## src/rtl/wdt_pkg.sv

```systemverilog
package wdt_pkg;

  // Last prescaler count for ratio 1:2^n.
  function automatic int unsigned ratio_last(input int unsigned n);
    return (32'd1 << n) - 32'd1;
  endfunction

  // Ticks per timeout for a base of 2^base_w and ratio 1:2^n.
  function automatic int unsigned period_ticks(input int unsigned base_w,
                                               input int unsigned n);
    return 32'd1 << (base_w + n);
  endfunction

endpackage

```

## src/rtl/wdt_chain.sv

```systemverilog
module wdt_chain #(
  parameter int BASE_W = 8,
  parameter int SEL_W  = 3,
  localparam int PRE_W = (1 << SEL_W) - 1,
  localparam int CNT_W = BASE_W + PRE_W
) (
  input  logic             clk,
  input  logic             rst_n,
  input  logic             tick,
  input  logic             clr,
  input  logic [SEL_W-1:0] sel,
  output logic             wrap_ev,
  output logic [CNT_W-1:0] cnt_vec
);
  import wdt_pkg::*;

  logic [BASE_W-1:0] base_q;
  logic [PRE_W-1:0]  pre_q;
  logic              base_wrap;
  logic              pre_done;

  assign base_wrap = tick & (&base_q);
  assign pre_done  = pre_q >= PRE_W'(ratio_last(int'(sel)));
  assign wrap_ev   = base_wrap & pre_done & ~clr;
  assign cnt_vec   = {pre_q, base_q};

  always_ff @(posedge clk or negedge rst_n) begin
    if (!rst_n) begin
      base_q <= '0;
      pre_q  <= '0;
    end else if (clr) begin
      base_q <= '0;
      pre_q  <= '0;
    end else if (tick) begin
      base_q <= base_q + BASE_W'(1);
      if (base_wrap) pre_q <= pre_done ? '0 : pre_q + PRE_W'(1);
    end
  end
endmodule

```

## src/rtl/wdt_clr_arb.sv

```systemverilog
module wdt_clr_arb (
  input  logic clk,
  input  logic rst_n,
  input  logic en,
  input  logic pair_mode,
  input  logic clr_one,
  input  logic clr_a,
  input  logic clr_b,
  input  logic halt_enter,
  input  logic wrap_ev,
  output logic clr_fire,
  output logic [1:0] pend
);
  logic pa_q, pb_q;
  logic sw_ok;

  assign sw_ok    = pair_mode ? ((pa_q | clr_a) & (pb_q | clr_b)) : clr_one;
  assign clr_fire = en & (sw_ok | halt_enter);
  assign pend     = {pa_q, pb_q};

  always_ff @(posedge clk or negedge rst_n) begin
    if (!rst_n) begin
      pa_q <= 1'b0;
      pb_q <= 1'b0;
    end else if (!en || !pair_mode || clr_fire || wrap_ev) begin
      pa_q <= 1'b0;
      pb_q <= 1'b0;
    end else begin
      pa_q <= pa_q | clr_a;
      pb_q <= pb_q | clr_b;
    end
  end
endmodule

```

## src/rtl/wdt_prescaled.sv

```systemverilog
module wdt_prescaled #(
  parameter int CTL_W  = 8,
  parameter int SEL_W  = 3,
  parameter int BASE_W = 8
) (
  input  logic             clk,
  input  logic             rst_n,
  input  logic             en_opt,
  input  logic             pair_mode,
  input  logic             src_sel,
  input  logic             slow_tick,
  input  logic             halted,
  input  logic             halt_enter,
  input  logic             clr_one,
  input  logic             clr_a,
  input  logic             clr_b,
  input  logic             ctl_we,
  input  logic [CTL_W-1:0] ctl_wdata,
  output logic [CTL_W-1:0] ctl_rdata,
  output logic             timeout_pulse,
  output logic             to_flag
);
  localparam int PRE_W = (1 << SEL_W) - 1;
  localparam int CNT_W = BASE_W + PRE_W;
  localparam logic [CTL_W-1:0] CTL_RST = CTL_W'((1 << SEL_W) - 1);

  logic [CTL_W-1:0] ctl_q;
  logic             tick_en;
  logic             clr_fire;
  logic             wrap_ev;
  logic [1:0]       pend;
  logic [CNT_W-1:0] chain_cnt;

  assign tick_en   = en_opt & (src_sel ? ~halted : slow_tick);
  assign ctl_rdata = ctl_q;

  wdt_clr_arb u_arb (
    .clk        (clk),
    .rst_n      (rst_n),
    .en         (en_opt),
    .pair_mode  (pair_mode),
    .clr_one    (clr_one),
    .clr_a      (clr_a),
    .clr_b      (clr_b),
    .halt_enter (halt_enter),
    .wrap_ev    (wrap_ev),
    .clr_fire   (clr_fire),
    .pend       (pend)
  );

  wdt_chain #(.BASE_W(BASE_W), .SEL_W(SEL_W)) u_chain (
    .clk     (clk),
    .rst_n   (rst_n),
    .tick    (tick_en),
    .clr     (clr_fire),
    .sel     (ctl_q[SEL_W-1:0]),
    .wrap_ev (wrap_ev),
    .cnt_vec (chain_cnt)
  );

  always_ff @(posedge clk or negedge rst_n) begin
    if (!rst_n) begin
      ctl_q         <= CTL_RST;
      timeout_pulse <= 1'b0;
      to_flag       <= 1'b0;
    end else begin
      if (ctl_we) ctl_q <= ctl_wdata;
      timeout_pulse <= wrap_ev;
      if (clr_fire)     to_flag <= 1'b0;
      else if (wrap_ev) to_flag <= 1'b1;
    end
  end
endmodule

```

## config.mk

```make
export PLATFORM = sky130hd
export DESIGN_NAME = wdt_prescaled
export DESIGN_NICKNAME = d
export VERILOG_FILES = /design/src/rtl/wdt_pkg.sv /design/src/rtl/wdt_chain.sv /design/src/rtl/wdt_clr_arb.sv /design/src/rtl/wdt_prescaled.sv
export SDC_FILE = /design/constraint.sdc
export NUM_CORES = 1
export LEC_CHECK = 0
export BUFFER_PORTS_ARGS = -buffer_cell sky130_fd_sc_hd__buf_2
export CORE_MARGIN = 2
export CORE_UTILIZATION = 51
export CTS_BUF_LIST = sky130_fd_sc_hd__clkbuf_2
export CTS_CLUSTER_SIZE = 14
export DETAILED_ROUTE_END_ITERATION = 8
export PLACE_DENSITY = 0.76
export RECOVER_POWER = 50
export SLEW_MARGIN = 5
export SYNTH_ARGS = -nofsm -noshare
export SYNTH_HDL_FRONTEND = slang
export SYNTH_SLANG_ARGS = --single-unit
export TNS_END_PERCENT = 100
```

## constraint.sdc

```tcl
create_clock -name clk -period 1.9 [get_ports clk]
set_input_delay 0.19 -clock clk [delete_from_list [all_inputs] [get_ports clk]]
set_output_delay 0.19 -clock clk [all_outputs]
set_load 0.03 [all_outputs]
```

==> results.cfg, run 1 <==
[status]
run_status = complete, but fails checks
violations = setup timing

[grt]
grt_antenna_before_repair = 0
grt_pass1_wl_um = 4980
grt_pass1_vias = 1211
grt_max_degree = 28
grt_overflow_total = 0
track_usage_pct = 19.4

[die]
num_rows = 19
die_h_um = 57.4
chipWidth_um = 57.4
die_area_um2 = 3300
boundaryPins = 30
initial_core_util_pct = 53.2
core_area_um2 = 2730

[timing]
slew_headroom_pct = 5.46
setup_viol_count_final = 10
grt_setup_unrepaired = true
fin_tns_setup_ns = -1.15
finalCritPeriodShare_pct = 108
hold_violations = 0
fin_ws_ns = -0.160
layout_min_cycle_time_ns = 2.06
max_freq_mhz = 485
skew_ns = 0.0222
maxSlewViolCount = 0
worst_pin_slew_ns = 1.42

[setup_path]
cp_max_fo = 7
crit_type = flip-flop to flip-flop
rrSetupSlack_ns = -0.16
cp-start-kind = flip-flop
cp.required_ns = 2.15
cp_data_arrival_time_ns = 2.31
critPathCaptureType = flip-flop

[synthesis]
ys_ff_latch = 27
synth_area_per_cell_um2 = 9.90
syn-cell-area_um2 = 1460
synth.distinct_cells = 35
yosys_warnings = 0
syn_inst = 147
synth_fp_nets = 176
ys_seq_area_share_pct = 46.7

[layout]
nFillCells = 232
fin_nets = 214
drive_gt1_share_pct = 35.9
regArea_um2 = 679
multiInputGateArea_um2 = 862
area_delta_synth_final_pct = 25.6
diodes = 0
finalInstanceArea_um2 = 1830

[cts]
clk_pin_slew_worst_paths_ns = 0.26
cts_tree = yes
cts_num_sinks = 27
cts.path.max_buffers = 2
cts_max_level = 1
cts-root-buf = clkbuf_2
numCtsBuffers = 3
clk_latency_ns = 0.35

[job]
cap_violations = 0

[placed_design]
hpwl_um = 2310
gp_congestion = 0.781
place_ws_ns = -0.136
placedInstanceArea_um2 = 1650
port_buffers = 29

[detailed_routing]
wl_per_cell_um = 14.4
drt_first_pass_iters = 4
avgViaCountPerCell = 5.56
drt_iter0_drc = 50
postRouteAntennaNets = 0
vias = 1195
routed_wl_um = 3100
route.detailed.drc = 0

[pwr]
leakagePower_uw = 0.000804
power.total_uw = 1080
p_per_area_nw_per_um2 = 592
peakVddDrop_mv = 0.465

[min_path]
hold_class = input pin to flip-flop
## logic make-up after synthesis
kind of cell | share of synthesized area, %
simple gates | 20.8
compound gates | 12.5
flops | 46.7
fa+ha+maj | 7.74
buf+inv | 2.67
xor+xnor | 4.21
mux | 5.42
## where the power goes
group	switching [µW]	internal [µW]	total, µW
clock network	165	47.7	213
logic	135	102	237
registers	24.9	607	632
total	325	757	1080
## cell usage in the layout (no fill, tap or decap), drive strengths merged
cell         count
a31oi            1
nor3b            1
dfrtp           24
inv              5
nand2           17
clkinv           1
dlygate4sd3      2
ha               9
nand2b           1
nor4             1
xnor2            5
o211a            1
dfstp            3
nand3            9
o21a             2
or2              2
or3              4
nor3             4
nand4            5
nor2b            1
a21o             1
buf             33
xor2             2
and3             2
a21oi            7
o211ai           6
nor2            15
o21ai            8
clkbuf           4
mux2             7
o221a            1
## per-stage QoR
stage,util (%),hold slack [ns],instances
CTS,61.7,0.00847,212
finish,66.9,0.0402,215
detailed placement,60.3,0.224,207
global route,66.9,0.0148,215
floorplan,-,-0.106,147
global placement,60.3,0.221,207
## synthesized netlist by cell type, drive strengths merged
library cell | n | area share (%)
o211ai | 6 | 3.1
or2 | 2 | 0.86
nor2 | 15 | 3.9
o21a | 2 | 1.0
a21o | 1 | 0.52
nand3 | 9 | 3.4
dfrtp | 24 | 41
and3 | 2 | 0.86
clkbuf | 1 | 0.26
xnor2 | 5 | 3.0
nor4 | 1 | 0.43
inv | 5 | 1.3
buf | 2 | 1.1
dfstp | 3 | 5.4
o21ai | 8 | 3.5
o211a | 1 | 0.69
o221a | 1 | 0.77
nand2b | 1 | 0.43
nor2b | 1 | 0.43
a21oi | 7 | 2.4
xor2 | 2 | 1.2
nor3 | 4 | 1.4
or3 | 4 | 2.1
mux2 | 7 | 5.4
nand2 | 17 | 4.4
nand4 | 5 | 2.1
nor3b | 1 | 0.52
ha | 9 | 7.7
a31oi | 1 | 0.43
## metal layers
layer / track usage, % / vias up / wire length [µm]
li1: - / 599 / -
met1: 21.6 / 582 / 1240
met4: 6.64 / 0 / 17
met3: 3.17 / 2 / 65
met5: 0 / - / 0
met2: 36.7 / 12 / 1780
## layout make-up
class	count	share of cell area, %
inverters	5	1.03
well taps	31	2.12
multi-input cells	112	47.2
clock inverters	1	0.274
clock buffers	3	0.821
repair buffers	36	11.4
flip-flops and latches	27	37.2
## worst paths after layout
path	start	to	depth (start not counted)
worst max-delay path	ctl_rdata[0]	u_arb.pa_q	7
worst min-delay path	ctl_wdata[3]	ctl_rdata[3]	2
worst max register to register	ctl_rdata[0]	u_arb.pa_q	7
worst min register to register	to_flag	to_flag	1
max in group asynchronous	rst_n	u_chain.pre_q[4]	2
min in group asynchronous	rst_n	u_chain.base_q[6]	2
## worst max-delay path, cell delays in order (launching register included)
cell and delay [ns]:
dfstp_2 0.46, or3_4 0.40, ha_4 0.27, nand2b_4 0.12
a31oi_4 0.08, o221a_4 0.32, o21ai_4 0.25, nor2_1 0.07
## flip-flops by register name, indices dropped and copies added, names as in the netlist
signal	count
u_chain.pre_q	7
u_arb.pa_q	1
timeout_pulse	1
to_flag	1
u_chain.base_q	8
u_arb.pb_q	1
ctl_rdata	8
## repair_timing
item | CTS | global route
resized for setup | 3 | 17
hold buffers | 1 | 1
setup endpoints to repair | 11 | 11
setup buffers | 0 | 2
hold endpoints to repair | 24 | 1
pin swaps | 6 | 12
cloned | 0 | 0
(Power assumes the default switching activity.)
==> inputs of run 2 (changes only) <==
ABC_AREA = 1   (was default)
PLACE_DENSITY = 0.75   (was 0.76)
SETUP_SLACK_MARGIN = 0.05   (was default)
==> results.cfg, run 2 <==
[setup_path]
critPathCaptureType = flip-flop
rr_endpoint = u_arb.pb_q
cp_max_fo = 7
crit_type = flip-flop to flip-flop
rrSetupSlack_ns = 0.13
cp_data_arrival_time_ns = 2.07
cp-start-kind = flip-flop
cp.required_ns = 2.20
r2r-start = ctl_rdata[2]
reg2reg_depth = 9

[die]
num_rows = 20
chipWidth_um = 60.1
die_area_um2 = 3610
die_h_um = 60.1
core_area_um2 = 3030
boundaryPins = 30
initial_core_util_pct = 53.0

[synthesis]
synth.distinct_cells = 24
yosysMostFrequentCell = nand2_1
synth_fp_nets = 235
synth_commonest_cells = 65 x nand2_1, 29 x inv_1, 24 x dfrtp_1
synth_edf_count = 0
ys_ff_latch = 27
syn_inst = 206
synth_top_area_cell = dfrtp_1
synthTopCellsByArea = dfrtp_1 37%, nand2_1 15%, ha_1 7.0%
async_reset_ff_share_pct = 100
synth_top_cell_area_share_pct = 37.4
ys_seq_area_share_pct = 42.3
syn-cell-area_um2 = 1610
ys.flop_type = dfrtp_1
synth_area_per_cell_um2 = 7.79
yosys_warnings = 0

[min_path]
hold_class = input pin to flip-flop
hp-start = ctl_wdata[3]
worstHoldEndpoint = ctl_rdata[3]
min_path_cells = 2

[timing]
grt_setup_unrepaired = false
hold_violations = 0
maxSlewViolCount = 0
slew_headroom_pct = 6.70
worst_pin_slew_ns = 1.40
finalCritPeriodShare_pct = 93.0
setup_viol_count_final = 0
layout_min_cycle_time_ns = 1.77
skew_ns = 0.00498
max_freq_mhz = 566
fin_tns_setup_ns = 0

[placed_design]
dp_cells = 278
hpwl_um = 2210
gp_congestion = 0.815
port_buffers = 29

[cts]
clk_latency_ns = 0.35
cts-root-buf = clkbuf_2
numCtsBuffers = 3
clk_pin_slew_worst_paths_ns = 0.24
cts_tree = yes
cts_setup_buffers = 0
cts_max_level = 1
cts_num_sinks = 27
cts.path.max_buffers = 2

[job]
cap_violations = 0

[layout]
final_common_cell = nand2_1
area_delta_synth_final_pct = 21.4
diodes = 0
drive_gt1_share_pct = 26.9
fin_util_pct = 64.4
fin_nets = 275
instances_no_fill = 289
mostFrequentLayoutCells = 59 x nand2_1, 29 x inv_1, 28 x buf_2

[detailed_routing]
postRouteAntennaNets = 0
vias = 1392
drt_iter0_drc = 38
routed_wl_um = 3110
route.detailed.drc = 0
avgViaCountPerCell = 4.82
wl_per_cell_um = 10.8
drt_first_pass_iters = 4

[pwr]
power.total_uw = 1060
leakagePower_uw = 0.00103
p_per_area_nw_per_um2 = 546
peakVddDrop_mv = 0.358

[grt]
grt_antenna_before_repair = 0
track_usage_pct = 18.0
grt_pass1_vias = 1189
grt_pass1_wl_um = 4960
grt_overflow_total = 0
grt_max_degree = 28

[status]
run_status = finished, final reports clean
## run 2: cell types whose count changed in the layout (fill, tap and decap cells not counted), sizes merged, moves of 5 or more
cell	change
nand2	+50
nor2	+9
dlygate4sd3	+5
o211ai	-6
inv	+27
## run 2: kinds of logic (layout without fill, tap and decap cells)
logic type,after synthesis,after routing,synth area share [%]
mux,6,6,4.21
fa+ha+maj,9,9,7.01
buf+inv,34,73,8.26
simple gates,112,112,31.3
flops,27,27,42.3
compound gates,13,13,4.21
xor+xnor,5,5,2.73
## run 2: worst max path at each step
stage | slack (ns) | cells past startpoint | start | endpoint
after floorplan | 0.17 | 9 | ctl_rdata[2] | u_chain.pre_q[0]
after global placement | 0.15 | 9 | ctl_rdata[1] | u_chain.pre_q[1]
after detailed placement | 0.1 | 9 | ctl_rdata[1] | u_chain.pre_q[0]
after CTS | 0.05 | 9 | ctl_rdata[1] | u_chain.pre_q[0]
after global routing | 0.04 | 9 | ctl_rdata[2] | u_arb.pb_q
final | 0.13 | 9 | ctl_rdata[2] | u_arb.pb_q
## run 2: where the power goes
group	leakage [µW]	switching, µW	internal, µW
logic	0.000659	135	85.7
clock network	0.0000164	165	47.7
registers	0.000353	23.6	607
total	0.00103	323	741
## run 2: area by class of cell
class | instances | area [µm²]
multi-input combinational | 145 | 851
clock inverter | 1 | 5.00
timing repair buffer | 37 | 221
clock buffer | 3 | 15.0
inverter | 32 | 123
fill | 276 | 1080
sequential | 27 | 679
tap | 44 | 55.1
## run 2: repair_timing
item / 4_1_cts / 5_1_grt
setup endpoints to repair: 0 / 11
hold endpoints to repair: 26 / 4
hold buffers: 3 / 4
resized for setup: 0 / 16
## run 2: stage by stage
stage | setup slack (ns) | hold WS, ns | cell area (µm²)
floorplan | 0.170 | -0.106 | 1610
global placement | 0.146 | 0.226 | 1800
detailed placement | 0.0997 | 0.224 | 1800
CTS | 0.0538 | 0.0134 | 1850
global route | 0.0367 | 0.000389 | 1950
finish | 0.133 | 0.0506 | 1950
## run 2: routing by layer
metal / part of all wire [%] / track usage [%]
met1: 49 / 24.7
met2: 49 / 28.7
met3: 1.9 / 2.60
met4: 0.61 / 6.67
met5: 0 / 0
## run 2: worst max-delay path, stage by stage (launching register included)
cell,delay (ns)
dfstp_2,0.65
o21ai_1,0.09
ha_1,0.30
nand2_1,0.09
nand2_2,0.06
a21oi_2,0.18
nand2_4,0.09
nand2_2,0.07
nand3_2,0.07
nor2_1,0.11
